$ cat config.mk
export PLATFORM = sky130hd
export DESIGN_NAME = sb_interlock
export DESIGN_NICKNAME = d
export VERILOG_FILES = /design/src/rtl/sbi_pkg.sv /design/src/rtl/sbi_dst_decode.sv /design/src/rtl/sbi_stale_array.sv /design/src/rtl/sbi_operand_check.sv /design/src/rtl/sb_interlock.sv
export SDC_FILE = /design/constraint.sdc
export NUM_CORES = 1
export LEC_CHECK = 0
export BUFFER_PORTS_ARGS = -buffer_cell sky130_fd_sc_hd__clkbuf_2
export CAP_MARGIN = 20
export CORE_MARGIN = 2
export CORE_UTILIZATION = 29
export CTS_CLUSTER_DIAMETER = 200
export CTS_CLUSTER_SIZE = 16
export DETAILED_ROUTE_END_ITERATION = 7
export GPL_TIMING_DRIVEN = 0
export SYNTH_ARGS = -nofsm -noshare
export SYNTH_HDL_FRONTEND = slang
export SYNTH_HIERARCHICAL = 1
export SYNTH_SLANG_ARGS = --single-unit
$ cat constraint.sdc
create_clock -name clk -period 3.7 [get_ports clk]
set_input_delay 0.185 -clock clk [delete_from_list [all_inputs] [get_ports clk]]
set_output_delay 0.185 -clock clk [all_outputs]
set_load 0.02 [all_outputs]
$ cat src/rtl/sbi_pkg.sv
package sbi_pkg;
   typedef enum logic [1:0] {
      FWD_RF  = 2'b00,
      FWD_INT = 2'b01,
      FWD_FP  = 2'b10
   } fwd_sel_e;

   typedef enum logic {
      PIPE_INT = 1'b0,
      PIPE_FP  = 1'b1
   } pipe_e;
endpackage

$ cat src/rtl/sbi_dst_decode.sv
// Turns a register index plus enable into a one-hot vector; the zero
// register is optionally cut out so it can never be flagged or written.
module sbi_dst_decode #(
   parameter int NREGS      = 32,
   parameter int AW         = $clog2(NREGS),
   parameter bit ZERO_FIXED = 1'b1
) (
   input  logic             en,
   input  logic [AW-1:0]    idx,
   output logic [NREGS-1:0] vec
);
   for (genvar i = 0; i < NREGS; i++) begin : g_bit
      if (i == 0 && ZERO_FIXED) begin : g_zero
         assign vec[i] = 1'b0;
      end else begin : g_live
         assign vec[i] = en && (idx == AW'(i));
      end
   end
endmodule

$ cat src/rtl/sbi_stale_array.sv
// One flag per register; a set in the same cycle as a clear wins.
module sbi_stale_array #(
   parameter int NREGS = 32
) (
   input  logic             clk,
   input  logic             rst_n,
   input  logic [NREGS-1:0] set_vec,
   input  logic [NREGS-1:0] clr_int_vec,
   input  logic [NREGS-1:0] clr_fp_vec,
   output logic [NREGS-1:0] stale
);
   for (genvar i = 0; i < NREGS; i++) begin : g_flag
      always_ff @(posedge clk or negedge rst_n) begin
         if (!rst_n) begin
            stale[i] <= 1'b0;
         end else if (set_vec[i]) begin
            stale[i] <= 1'b1;
         end else if (clr_int_vec[i] || clr_fp_vec[i]) begin
            stale[i] <= 1'b0;
         end
      end
   end
endmodule

$ cat src/rtl/sbi_operand_check.sv
// Per-operand lookup: is the source waiting, and if its producer is
// finishing right now, which result bus should feed it.
module sbi_operand_check
   import sbi_pkg::*;
#(
   parameter int NREGS = 32,
   parameter int AW    = $clog2(NREGS)
) (
   input  logic [AW-1:0]    idx,
   input  logic [NREGS-1:0] stale,
   input  logic [NREGS-1:0] clr_int_vec,
   input  logic [NREGS-1:0] clr_fp_vec,
   output logic             hazard,
   output logic [1:0]       fwd_sel
);
   logic waiting;
   logic int_hit;
   logic fp_hit;

   assign waiting = stale[idx];
   assign int_hit = clr_int_vec[idx];
   assign fp_hit  = clr_fp_vec[idx];

   assign hazard = waiting && !(int_hit || fp_hit);

   always_comb begin
      fwd_sel = FWD_RF;
      if (waiting) begin
         if (fp_hit) begin
            fwd_sel = FWD_FP;
         end else if (int_hit) begin
            fwd_sel = FWD_INT;
         end
      end
   end
endmodule

$ cat src/rtl/sb_interlock.sv
module sb_interlock
   import sbi_pkg::*;
#(
   parameter int NREGS      = 32,
   parameter int AW         = $clog2(NREGS),
   parameter bit ZERO_FIXED = 1'b1
) (
   input  logic          clk,
   input  logic          rst_n,
   input  logic          dec_valid,
   input  logic [AW-1:0] dec_src_a,
   input  logic [AW-1:0] dec_src_b,
   input  logic [AW-1:0] dec_dst,
   input  logic          dec_wr,
   input  logic          dec_pipe,
   input  logic          int_done,
   input  logic [AW-1:0] int_done_dst,
   input  logic          fp_done,
   input  logic [AW-1:0] fp_done_dst,
   output logic          stall,
   output logic          issue_int,
   output logic          issue_fp,
   output logic [1:0]    fwd_sel_a,
   output logic [1:0]    fwd_sel_b,
   output logic          rf_we_int,
   output logic [AW-1:0] rf_wa_int,
   output logic          rf_we_fp,
   output logic [AW-1:0] rf_wa_fp
);
   localparam int NOPS = 2;

   if (NREGS < 2 || (1 << AW) != NREGS) begin : g_bad_size
      $error("sb_interlock: NREGS must be a power of two, at least 2, matching AW");
   end

   logic [NREGS-1:0]          stale;
   logic [NREGS-1:0]          set_vec;
   logic [NREGS-1:0]          clr_int_vec;
   logic [NREGS-1:0]          clr_fp_vec;
   logic [AW-1:0]             src_idx [NOPS];
   logic [NOPS-1:0]           src_hz;
   logic [NOPS-1:0][1:0]      src_fwd;
   logic                      dst_busy;
   logic                      blocked;
   logic                      go;

   assign src_idx[0] = dec_src_a;
   assign src_idx[1] = dec_src_b;

   sbi_dst_decode #(.NREGS(NREGS), .AW(AW), .ZERO_FIXED(ZERO_FIXED)) u_clr_int (
      .en (int_done),
      .idx(int_done_dst),
      .vec(clr_int_vec)
   );

   sbi_dst_decode #(.NREGS(NREGS), .AW(AW), .ZERO_FIXED(ZERO_FIXED)) u_clr_fp (
      .en (fp_done),
      .idx(fp_done_dst),
      .vec(clr_fp_vec)
   );

   for (genvar op = 0; op < NOPS; op++) begin : g_src
      sbi_operand_check #(.NREGS(NREGS), .AW(AW)) u_chk (
         .idx        (src_idx[op]),
         .stale      (stale),
         .clr_int_vec(clr_int_vec),
         .clr_fp_vec (clr_fp_vec),
         .hazard     (src_hz[op]),
         .fwd_sel    (src_fwd[op])
      );
   end

   // Output-ordering hold: a second writer waits for the first.
   assign dst_busy = stale[dec_dst] && !(clr_int_vec[dec_dst] || clr_fp_vec[dec_dst]);
   assign blocked  = (|src_hz) || (dec_wr && dst_busy);

   assign stall = rst_n && dec_valid && blocked;
   assign go    = rst_n && dec_valid && !blocked;

   assign issue_int = go && (pipe_e'(dec_pipe) == PIPE_INT);
   assign issue_fp  = go && (pipe_e'(dec_pipe) == PIPE_FP);

   assign fwd_sel_a = src_fwd[0];
   assign fwd_sel_b = src_fwd[1];

   sbi_dst_decode #(.NREGS(NREGS), .AW(AW), .ZERO_FIXED(ZERO_FIXED)) u_set (
      .en (go && dec_wr),
      .idx(dec_dst),
      .vec(set_vec)
   );

   sbi_stale_array #(.NREGS(NREGS)) u_flags (
      .clk        (clk),
      .rst_n      (rst_n),
      .set_vec    (set_vec),
      .clr_int_vec(clr_int_vec),
      .clr_fp_vec (clr_fp_vec),
      .stale      (stale)
   );

   // Write enables come from the decoded clears so the zero-register
   // variant chosen above also governs register-file writes.
   assign rf_we_int = |clr_int_vec;
   assign rf_wa_int = int_done_dst;
   assign rf_we_fp  = |clr_fp_vec;
   assign rf_wa_fp  = fp_done_dst;
endmodule

Word level (Yosys, flattened, before mapping)
Cells that the tools add are included.
{"block": "totals", "memories": 0, "mem_bits_rw": 0, "reg_bits": 31, "latchBits": 0, "word_cells": 390, "mem_bits_ro": 0, "inputBits": 32}
{"block": "classes", "n_reduce_logical": 176, "n_addsub": 0, "n_eq_ne": 93, "shift": 0, "div_mod_pow": 0, "bitwise": 1, "mul": 0, "magnitude_cmp": 3, "muxes": 86}
{"operator": "equality test 5 bit (second input constant)", "count": 48}
{"operator": "equality test 5 x 4 -> 1 bit (second input constant)", "count": 24}
{"operator": "logical AND 1 bit", "count": 103}
{"operator": "two-way mux 1 bit", "count": 73}
{"operator": "nonzero test 2 bit", "count": 31}
{"operator": "OR reduction 31 bit", "count": 2}
{"operator": "equality test 5 x 3 -> 1 bit (second input constant)", "count": 12}
{"operator": "binary-select mux 1 bit (select 5 bit)", "count": 9}
{"operator": "logical OR 1 bit", "count": 35}
{"operator": "equality test 5 x 2 -> 1 bit (second input constant)", "count": 6}
{"operator": "< comparator 5 x 6 -> 1 bit (second input constant)", "count": 3}
{"operator": "equality test 5 x 1 -> 1 bit (second input constant)", "count": 3}
{"operator": "two-way mux 2 bit", "count": 4}
{"operator": "zero test 1 bit", "count": 4}
{"operator": "OR reduction 2 bit", "count": 1}
{"operator": "NOT 1 bit", "count": 1}

Longest topological paths before layout
Gate-level depths: netlist of the first run.
{"block": "logic_depth", "word_depth": 14, "ltp_mapped": 13, "ltp_nobuf": 12}

Modules after synthesis
The synthesis of the first run kept the hierarchy.
{"module": "sbi_operand_check", "cells_each": 42, "area_per_inst_um2": 798.3, "n_inst": 2}
{"module": "sbi_stale_array", "cells_each": 96, "area_per_inst_um2": 1161.1, "n_inst": 1}
{"module": "sb_interlock", "cells_each": 120, "area_per_inst_um2": 835.8, "n_inst": 1}
{"module": "sbi_dst_decode", "cells_each": 48, "area_per_inst_um2": 237.7, "n_inst": 3}

Worst setup path before layout of the first run
OpenSTA, ideal clock, no wires.
{"block": "synth_path", "path_type": "input to register", "start": "in dec_src_b[2]", "end": "reg u_flags.stale[3]", "arrival_time_ns": 3.287, "setup_ns": 0.064, "cell_stages": 12, "slack_ns": 0.349, "required_time_ns": 3.636, "n_path_buf": 2, "path_cell_list": "clkbuf_1 > buf_2 > mux4_2 > mux4_2 > mux2i_1 > nor3_1 > nor3_1 > nand2_1 > a21oi_1 > or4b_1 > nor2_1 > a21o_1"}
{"block": "synth_between", "elab_chain_len": 12, "elab_cells_between_ends": 17}
{"item": "from (decl)", "line_no": "sb_interlock.sv:12", "text": "input logic [AW-1:0] dec_src_b,"}
{"item": "binary-select mux 1 bit (select 5 bit) (on tied branches)", "line_no": "sbi_operand_check.sv:21, sbi_operand_check.sv:22"}
{"item": "two-way mux 1 bit (on tied branches)", "line_no": "sbi_operand_check.sv:21, sbi_operand_check.sv:22"}
{"item": "logical OR 1 bit", "line_no": "sbi_operand_check.sv:24", "text": "assign hazard = waiting && !(int_hit || fp_hit);"}
{"item": "zero test 1 bit", "line_no": "sbi_operand_check.sv:24"}
{"item": "logical AND 1 bit *", "line_no": "sbi_operand_check.sv:24"}
{"item": "net src_hz[1]", "line_no": "sb_interlock.sv:41", "text": "logic [NOPS-1:0] src_hz;"}
{"item": "OR reduction 2 bit *", "line_no": "sb_interlock.sv:75", "text": "assign blocked = (|src_hz) || (dec_wr && dst_busy);"}
{"item": "logical OR 1 bit *", "line_no": "sb_interlock.sv:75"}
{"item": "zero test 1 bit *", "line_no": "sb_interlock.sv:78", "text": "assign go = rst_n && dec_valid && !blocked;"}
{"item": "logical AND 1 bit *", "line_no": "sb_interlock.sv:78"}
{"item": "logical AND 1 bit *", "line_no": "sb_interlock.sv:87", "text": ".en (go && dec_wr),"}
{"item": "logical AND 1 bit *", "line_no": "sbi_dst_decode.sv:16", "text": "assign vec[i] = en && (idx == AW'(i));"}
{"item": "net set_vec[3]", "line_no": "sb_interlock.sv:37", "text": "logic [NREGS-1:0] set_vec;"}
{"item": "two-way mux 1 bit or nonzero test 2 bit (tied branches)"}
{"item": "to (signal, indexed assignment)", "line_no": "sbi_stale_array.sv:15", "text": "stale[i] <= 1'b0;"}
{"item": "to (signal, indexed assignment)", "line_no": "sbi_stale_array.sv:17", "text": "stale[i] <= 1'b1;"}
{"item": "to (signal, indexed assignment)", "line_no": "sbi_stale_array.sv:19", "text": "stale[i] <= 1'b0;"}
{"item": "to (decl)", "line_no": "sbi_stale_array.sv:10", "text": "output logic [NREGS-1:0] stale"}
Mark *: on every way through the listed nets, which the timed path passes. The rest lies on a longest branch. The select of a mux whose other input is x is not followed.
A chain may end at the register's enable or synchronous reset.

Worst setup path after layout of the first run
{"block": "layout_path", "start": "in fp_done_dst[1]", "end": "out stall"}
{"block": "layout_between", "elab_chain_len": 10, "elab_cells_between_ends": 81}
{"item": "from (decl)", "line_no": "sb_interlock.sv:19", "text": "input logic [AW-1:0] fp_done_dst,"}
{"item": "equality test 5 bit", "line_no": "sbi_dst_decode.sv:16"}
{"item": "logical AND 1 bit", "line_no": "sbi_dst_decode.sv:16"}
{"item": "net clr_fp_vec[21]", "line_no": "sb_interlock.sv:39", "text": "logic [NREGS-1:0] clr_fp_vec;"}
{"item": "binary-select mux 1 bit (select 5 bit)", "line_no": "sbi_operand_check.sv:22", "text": "assign fp_hit = clr_fp_vec[idx];"}
{"item": "two-way mux 1 bit (not written as such)", "line_no": "sbi_operand_check.sv:22"}
{"item": "logical OR 1 bit", "line_no": "sbi_operand_check.sv:24"}
{"item": "zero test 1 bit", "line_no": "sbi_operand_check.sv:24"}
{"item": "logical AND 1 bit", "line_no": "sbi_operand_check.sv:24"}
{"item": "net src_hz[1]", "line_no": "sb_interlock.sv:41"}
{"item": "OR reduction 2 bit", "line_no": "sb_interlock.sv:75"}
{"item": "logical OR 1 bit", "line_no": "sb_interlock.sv:75"}
{"item": "logical AND 1 bit", "line_no": "sb_interlock.sv:77", "text": "assign stall = rst_n && dec_valid && blocked;"}
{"item": "to (decl)", "line_no": "sb_interlock.sv:20", "text": "output logic stall,"}
The timed path passes the listed nets, and every way through them passes these cells. The select of a mux whose other input is x is not followed.

==> out/metrics.csv, run 1 <==
metric,value,unit
post_cts.repair.setup_buffers,0,
num_antenna_cells,0,
drv_slew,0,
drc_errors,0,
combPwrFrac,29.9,%
crit_path_start_kind,input pin,
critPathBufInv,3,
critPathKind,input pin to primary output,
hp-class,input pin to asynchronous set/reset pin,
dieArea,0.01584,sq mm
final_cell_area,0.004955,sq mm
clock_sinks,32,
die_h,125.9,um
yosysTopAreaCell,mux4_2,
p_seq_share,32.9,%
ys.flop_type,dfrtp_1,
layout_commonest_cell,nor2_1,
routedWlPerCell,22.84,um
layout-drive-gt1-share,32.73,%
fillers,1485,
coreArea,0.01453,sq mm
final_cell_mix,"138 x nor2_1, 60 x mux4_2, 49 x clkbuf_2, 32 x a21o_1, 32 x dfrtp_1",
antenna_found_initial,0,
numCtsBuffers,5,
totalWireLength,15580,um
cts_root_buf,clkbuf_16,
regArea,800.8,sq um
skew,0.009476,ns
rsz0062_at_grt,no,
vdd_drop_max,0.1844,mV
synth_cell_type_count,46,
grt_max_degree,35,
gp_congestion,0.9922,
leakage,2.073,nW
clockBufferDepth,2,
switchingPower,0.3820,mW
final_util,34.09,%
std_cell_rows,44,
largest_registers,u_flags/stale: 32 flops,
period_minus_slack,3.507,ns
synth-edff-count,0,
synth_top_area_share,31.38,%
antenna_left,0,
grt_pass1_wl,23870,um
drv_cap,0,
grt_pass1_vias,4068,
clkPwrFrac,37.2,%
yosys_warnings,6,
cp_slowest_cell,nor3_1,
grt_usage,19.71,%
async_flop_share,100.0,%
avgSynthCellArea,9.700,sq um
drtIter0Drc,504,
die_width,125.9,um
outcome,"finished, final reports clean",
port_buffers,46,
syn-cell-area,0.004307,sq mm
nets,529,
synthCells,444,
synth_area_leaders,"mux4_2 31%, dfrtp_1 19%, nor2_1 12%",
crit_family,multiplexers,
path_cells,clkbuf_2 > nand2b_1 > clkbuf_1 > nor2_1 > mux4_2 > mux4_2 > mux2_4 > nor3_1 > nor2_1 > nor2_1 > a31o_2 > clkbuf_2,
post_dp_cell_area,0.004767,sq mm
p_int,0.8695,mW
setup_violations,0,
path_max_fanout,8,
hold_viol,0,
worst_slack,0.1927,ns
worst_path_most_repeated_cell,nor2_1,
largest_reg_flops,32,
power.density,252.6,mW/mm^2
slew_headroom,42.78,%
drt-vias-per-instance,6.151,
syn_to_final_growth,15.05,%
swShare,30.52,%
multi_input_area,0.003232,sq mm
cp-end-kind,primary output,
pre_cts_slack,-0.5086,ns
tritoncts,yes,
cts_max_level,2,
grt_remaining_overflow,0,
synth_nets,476,
period_share,94.79,%
ys_seq_area_share,18.59,%
cp.required,3.51,ns
clk_pin_slew,0.05,ns
pin_count,51,
vias,4195,
clock_latency,0.28,ns
dp_hpwl,12660,um
fmax,0.2851,GHz
dr.pass1.iters,7,
cp.arrival,3.32,ns
regMostFlops,u_flags/stale,
start_util,29.63,%
worstMarginPinSlew,0.8583,ns
cpPeakStageDelay,0.53,ns
ys_ff_latch,32,
==> Yosys cell counts (all sizes together) (9+ instances only) <==
cell       n
nor2     138
nor4b     11
nand2     11
a21o      32
nand4b     9
nand4bb    9
clkbuf    13
dfrtp     32
nor4      16
buf       27
nand2b    11
mux4      63
==> final timing paths <==
path / startpoint / endpoint / cells after the start / slack (ns)
max in group asynchronous: rst_n / u_flags/stale[17] / 1 / 3.15
min in group clk: u_flags/stale[12] / u_flags/stale[12] / 1 / 0.53
max: fp_done_dst[1] / stall / 12 / 0.19
min reg2reg: u_flags/stale[12] / u_flags/stale[12] / 1 / 0.53
min: rst_n / u_flags/stale[16] / 1 / 0.02
max reg2reg: u_flags/stale[27] / u_flags/stale[3] / 10 / 0.22
==> per-layer routing <==
layer	global-route usage [%]	part of all wire, %	vias to the layer above
li1	-	-	1824
met1	25.88	40	2063
met2	31.83	47	263
met3	3.781	9.4	45
met4	8.727	4.1	0
met5	0	0	-
==> layout make-up <==
cell class | instances | area share (%)
multi-input combinational | 369 | 65.23
sequential | 32 | 16.16
buffer | 40 | 5.783
timing repair buffer | 46 | 4.646
tap | 184 | 4.646
clock buffer | 6 | 2.601
clock inverter | 2 | 0.7071
inverter | 3 | 0.2273
==> power by group through the flow <==
stage	sequential [mW]	clock [mW]	combinational (mW)
2_1_floorplan	0.403	0	0.250
3_3_place_gp	0.414	0	0.358
3_5_place_dp	0.417	0	0.364
4_1_cts	0.410	0.476	0.366
5_1_grt	0.415	0.490	0.399
6_report	0.412	0.466	0.374
==> cell families after synthesis <==
family | share of synthesized area [%]
AND/OR/NAND/NOR | 29.11
multiplexers | 34.89
AO/OA/AOI/OAI | 10.28
buffers and inverters | 6.856
flip-flops | 18.59
other | 0.2615
==> stage by stage <==
stage	TNS, ns	total power, mW	hold WS (ns)	instances
after floorplan	0	0.6537	-0.1106	444
after global placement	-6.980	0.7721	0.3296	674
after detailed placement	-8.973	0.7802	0.3515	674
after CTS	0	1.252	0.05320	682
after global routing	0	1.304	0.09481	682
final	0	1.251	0.01676	682
==> what timing repair did <==
action	CTS	global route
setup endpoints to repair	15	34
hold buffers	0	0
resized for setup	3	4
pin swaps	0	0
Power figures use the tool's default switching activity.
==> run 2: changes to the inputs <==
--- a/config.mk
+++ b/config.mk
@@ -13,6 +13,7 @@
 export CTS_CLUSTER_SIZE = 16
 export DETAILED_ROUTE_END_ITERATION = 7
 export GPL_TIMING_DRIVEN = 0
+export RECOVER_POWER = 25
 export SYNTH_ARGS = -nofsm -noshare
 export SYNTH_HDL_FRONTEND = slang
 export SYNTH_HIERARCHICAL = 1
==> run 2 against run 1 <==
The run now ends with max-capacitance violations, max-slew violations left. Sequential share of layout area about the same. Combinational power is essentially flat. Non-clock buffer count unchanged. Final area barely moved. Register-to-register slack barely moved. First-iteration DRC count fell by 5.8%. Fmax shrank 1.3%. Clock power about the same. Largest power group unchanged.
==> out/metrics.csv, run 2 (synthesized netlist as in run 1, its figures left out) <==
metric,value,unit
drc_errors,0,
path_depth,12,
slew_headroom,-25.31,%
start_util,29.63,%
cp-end-kind,primary output,
clk_pin_slew,0.05,ns
grt_usage,19.71,%
vias,4208,
grt_pass1_vias,4068,
routedWlPerCell,22.96,um
dp.cells,674,
largest_reg_flops,32,
drtIter0Drc,475,
antenna_left,0,
regMostFlops,u_flags/stale,
nets,529,
violations,"max-capacitance violations, max-slew violations",
outcome,finished with violations,
totalWireLength,15660,um
regArea,800.8,sq um
fillers,1486,
cts_root_buf,clkbuf_16,
grt_remaining_overflow,0,
clock_latency,0.28,ns
drv_slew,35,
cp_slowest_cell,nor3_1,
worst_path_most_repeated_cell,nor2_1,
multi_input_area,0.003232,sq mm
dr.pass1.iters,6,
hold_viol,0,
reg2reg_depth,10,
hold_buffers,0,
critPathBufInv,3,
p_total,1.251,mW
die_h,125.9,um
layout-drive-gt1-share,32.53,%
cp.required,3.51,ns
numCtsBuffers,5,
crit_family,multiplexers,
setup_violations,0,
layout_commonest_cell,nor2_1,
cp.arrival,3.37,ns
pin_count,51,
dieArea,0.01584,sq mm
path_max_fanout,8,
path_cells,clkbuf_2 > nand2b_1 > clkbuf_1 > nor2_1 > mux4_2 > mux4_2 > mux2_4 > nor3_1 > nor2_1 > nor2_1 > a31o_2 > clkbuf_2,
dp_hpwl,12660,um
leakage,2.070,nW
tritoncts,yes,
power.density,252.6,mW/mm^2
std_cell_rows,44,
vdd_drop_max,0.1840,mV
antenna_found_initial,0,
post_dp_cell_area,0.004767,sq mm
rsz0062_at_grt,no,
final_util,34.08,%
drt-vias-per-instance,6.170,
crit_path_start_kind,input pin,
gp_congestion,0.9922,
port_buffers,46,
fmax,0.2814,GHz
skew,0.009552,ns
final_cell_mix,"138 x nor2_1, 60 x mux4_2, 48 x clkbuf_2, 32 x a21o_1, 32 x dfrtp_1",
num_antenna_cells,0,
clock_sinks,32,
drv_cap,1,
coreArea,0.01453,sq mm
period_minus_slack,3.554,ns
clockBufferDepth,2,
final_cell_area,0.004954,sq mm
critPathKind,input pin to primary output,
hp-class,input pin to asynchronous set/reset pin,
syn_to_final_growth,15.02,%
cts_max_level,2,
die_width,125.9,um
cpPeakStageDelay,0.55,ns
period_share,96.05,%
grt_pass1_wl,23870,um
setup-tns-final,0,ns
worstMarginPinSlew,1.880,ns
fin_cells,682,
largest_registers,u_flags/stale: 32 flops,
grt_max_degree,35,
[run 2: cell counts in the layout (fill, tap and decap cells not counted)]
No cell type changed its count.
[run 2: timing repair]
item / 4_1_cts / 5_1_grt
resized for setup: 3 / 4
buffers inserted: 0 / 0
endpoints found under the setup margin: 15 / 34
[run 2: final timing paths]
path	startpoint	endpoint	slack, ns
max	fp_done_dst[1]	stall	0.15
min	rst_n	u_flags/stale[16]	0.43
max reg2reg	u_flags/stale[27]	u_flags/stale[3]	0.23
min reg2reg	u_flags/stale[7]	u_flags/stale[7]	0.53
max in group asynchronous	rst_n	u_flags/stale[17]	2.19
min in group clk	u_flags/stale[7]	u_flags/stale[7]	0.53
[run 2: power breakdown]
group | switching (mW) | internal, mW | leakage (nW)
Clock | 0.149 | 0.316 | 0.0808
Combinational | 0.200 | 0.174 | 1.55
Sequential | 0.0324 | 0.379 | 0.436
[run 2: per-layer routing]
metal / vias to the layer above / track usage [%] / share of wire [%]
li1: 1821 / - / -
met5: - / 0 / 0
met2: 260 / 31.83 / 47
met4: 0 / 8.727 / 4.3
met1: 2079 / 25.88 / 40
met3: 48 / 3.781 / 8.9
[run 2: area by class of cell]
cell class	count	area share (%)
Multi-Input combinational cell	369	65.24
Sequential cell	32	16.17
Buffer	40	5.784
Tap cell	184	4.648
Timing Repair Buffer	46	4.622
Clock buffer	6	2.602
Clock inverter	2	0.7072
Inverter	3	0.2273
[run 2: metrics by stage]
step	hold slack, ns	setup slack (ns)
2_1_floorplan	-0.1106	0.3490
3_3_place_gp	0.3296	-0.4682
3_5_place_dp	0.3515	-0.5086
4_1_cts	0.05320	0.1267
5_1_grt	0.5444	0.03254
6_report	0.4258	0.1461
==> run 3: changes to the inputs <==
--- a/config.mk
+++ b/config.mk
@@ -5,6 +5,7 @@
 export SDC_FILE = /design/constraint.sdc
 export NUM_CORES = 1
 export LEC_CHECK = 0
+export ABC_AREA = 1
 export BUFFER_PORTS_ARGS = -buffer_cell sky130_fd_sc_hd__clkbuf_2
 export CAP_MARGIN = 20
 export CORE_MARGIN = 2
@@ -14,6 +15,7 @@
 export DETAILED_ROUTE_END_ITERATION = 7
 export GPL_TIMING_DRIVEN = 0
 export RECOVER_POWER = 25
+export SLEW_MARGIN = 25
 export SYNTH_ARGS = -nofsm -noshare
 export SYNTH_HDL_FRONTEND = slang
 export SYNTH_HIERARCHICAL = 1
==> run 3 against run 2 <==
The flow still finishes with violations (max-capacitance violations, max-slew violations). Fmax up 13%. Via count increased by 73%. Non-clock buffer count up 26. Global-route usage increased by 4.6 points. Clock skew is 0.0012 ns lower. Die area is 24% higher. Final cell count increased by 100%. Clock power down 3%. Combinational power grew 36%.
==> out/metrics.csv, run 3 <==
metric,value,unit
period_minus_slack,3.146,ns
final_cell_mix,"476 x nand2_1, 198 x nand3_1, 158 x nor2_1, 107 x inv_1, 47 x clkbuf_2",
post_cts.repair.setup_buffers,0,
ys.flop_type,dfrtp_1,
vias,7272,
drv_cap,1,
layout_commonest_cell,nand2_1,
crit_path_start_kind,input pin,
synth_mux_area_share,0,%
regMostFlops,u_flags/stale,
synthCells,1091,
dr.pass1.iters,6,
cts_root_buf,clkbuf_16,
setup_violations,0,
avgSynthCellArea,4.912,sq um
drv_slew,34,
drtIter0Drc,1054,
grt_usage,24.30,%
cp-end-kind,flop,
power.density,230.1,mW/mm^2
yosys.area_share.simple,67.59,%
layout-drive-gt1-share,11.51,%
clock_latency,0.27,ns
dr_wl_met2,10410,um
period_share,85.04,%
synth_compound_area_share,1.074,%
std_cell_rows,49,
clockBufferDepth,2,
outcome,finished with violations,
post_cts_resize_count,0,
coreArea,0.01802,sq mm
hold_viol,0,
leakage,2.935,nW
ys_seq_area_share,14.94,%
antenna_found_initial,0,
r2r_slack,1.07,ns
die_width,139.9,um
critPathKind,input pin to flop,
synth_common_cells,"476 x nand2_1, 198 x nand3_1, 158 x nor2_1",
nets,1178,
final_util,33.56,%
critPathBufInv,3,
synth_cell_type_count,25,
grt_remaining_overflow,0,
synth_nets,1123,
worst_path_most_repeated_cell,nand2_1,
crit_family,simple AND/OR/NAND/NOR gates,
wl_met3,2709,um
yosysTopAreaCell,nand2_1,
top_layer_used,met4,
start_util,29.73,%
routedWlPerCell,17.76,um
synth_top_family_by_area,simple AND/OR/NAND/NOR gates,
violations,"max-capacitance violations, max-slew violations",
cp.required,3.91,ns
antenna_left,0,
syn-cell-area,0.005359,sq mm
post_dp_cell_area,0.005886,sq mm
rsz0062_at_grt,no,
drt-vias-per-instance,5.285,
largest_reg_flops,32,
ys_ff_latch,32,
hp-class,input pin to asynchronous set/reset pin,
final_cell_area,0.006048,sq mm
largest_registers,u_flags/stale: 32 flops,
die_h,139.9,um
clk_pin_slew,0.05,ns
numCtsBuffers,5,
grt_pass1_vias,6341,
drc_errors,0,
cts_max_level,2,
setup-tns-final,0,ns
timing.hold.ws,0.3543,ns
syn_to_final_growth,12.86,%
dp.cells,1368,
async_flop_share,100.0,%
yosysMostFrequentCell,nand2_1,
path_cells,clkbuf_2 > nor2_1 > nand2_1 > nor2_1 > nand2_1 > nand3_1 > nand3_1 > nand2_1 > nand2_1 > nand3_1 > nand2_1 > nand2_1 > nor2_1 > nor2_1 > nand3_2 > nor2_1 > nand2_1 > buf_4 > nor2_1 > inv_1 > nand2_1,
port_buffers,48,
hold_buffers,0,
fmax,0.3178,GHz
dieArea,0.01958,sq mm
grt_pass1_wl,36860,um
dp_hpwl,18750,um
fin_cells,1376,
synth-xor-area-share,0,%
vdd_drop_max,0.1948,mV
cp_slowest_cell,nor2_1,
synth_top_area_share,33.34,%
synth-adder-area-share,0,%
tritoncts,yes,
worstMarginPinSlew,1.720,ns
skew,0.008312,ns
path_max_fanout,10,
gp_congestion,1.048,
grt_max_degree,34,
cpPeakStageDelay,0.58,ns
cp.arrival,3.36,ns
synth-edff-count,0,
num_antenna_cells,0,
yosys_warnings,6,
totalWireLength,24440,um
wl_met1,9982,um
clock_sinks,32,
pin_count,51,
synth_area_leaders,"nand2_1 33%, nand3_1 18%, dfrtp_1 15%",
slew_headroom,-14.68,%
-- run 3: cell count changes in the layout (fill, tap and decap cells not counted), sizes merged, moves of 7 or more --
cell / delta
a31oi: -8
nor2: +32
buf: +33
nand4bb: -9
nor4b: -11
inv: +108
a21o: -32
nand4b: -9
nand3: +201
mux4: -63
nand2b: -11
clkbuf: -7
nand2: +465
-- run 3: routing by layer --
| metal | vias up | global-route usage (%) |
|---|---|---|
| li1 | 3472 | - |
| met1 | 3205 | 33.83 |
| met2 | 502 | 36.74 |
| met3 | 93 | 4.308 |
| met4 | 0 | 10.84 |
| met5 | - | 0 |
-- run 3: final cells by class --
cell class | count | area (sq um)
Clock buffer | 6 | 128.9
Fill cell | 2127 | 11980
Multi-Input combinational cell | 883 | 3691
Timing Repair Buffer | 48 | 239.0
Clock inverter | 2 | 35.03
Tap cell | 229 | 286.5
Buffer | 64 | 446.7
Inverter | 112 | 420.4
Sequential cell | 32 | 800.8
-- run 3: power breakdown --
part / internal, mW / switching (mW)
logic: 0.168 / 0.340
clock network: 0.316 / 0.138
registers: 0.380 / 0.0495
-- run 3: cell families after synthesis --
family,count (synthesis)
AO/OA/AOI/OAI,10
buffers and inverters,176
flip-flops,32
other,3
AND/OR/NAND/NOR,870
-- run 3: final timing paths --
check | start | endpoint | cells past startpoint
hold reg to reg | u_flags/stale[27] | u_flags/stale[27] | 2
setup / recovery | fp_done_dst[1] | u_flags/stale[23] | 21
setup reg to reg | u_flags/stale[5] | u_flags/stale[23] | 18
min in group clk | dec_dst[1] | u_flags/stale[29] | 6
hold / removal | rst_n | u_flags/stale[14] | 1
max in group asynchronous | rst_n | u_flags/stale[3] | 1
-- run 3: metrics by stage --
stage	setup slack, ns	power [mW]
2_1_floorplan	1.517	0.7490
3_3_place_gp	0.4332	0.9232
3_5_place_dp	0.3950	0.9257
4_1_cts	0.6767	1.382
5_1_grt	0.2502	1.468
6_report	0.5536	1.392
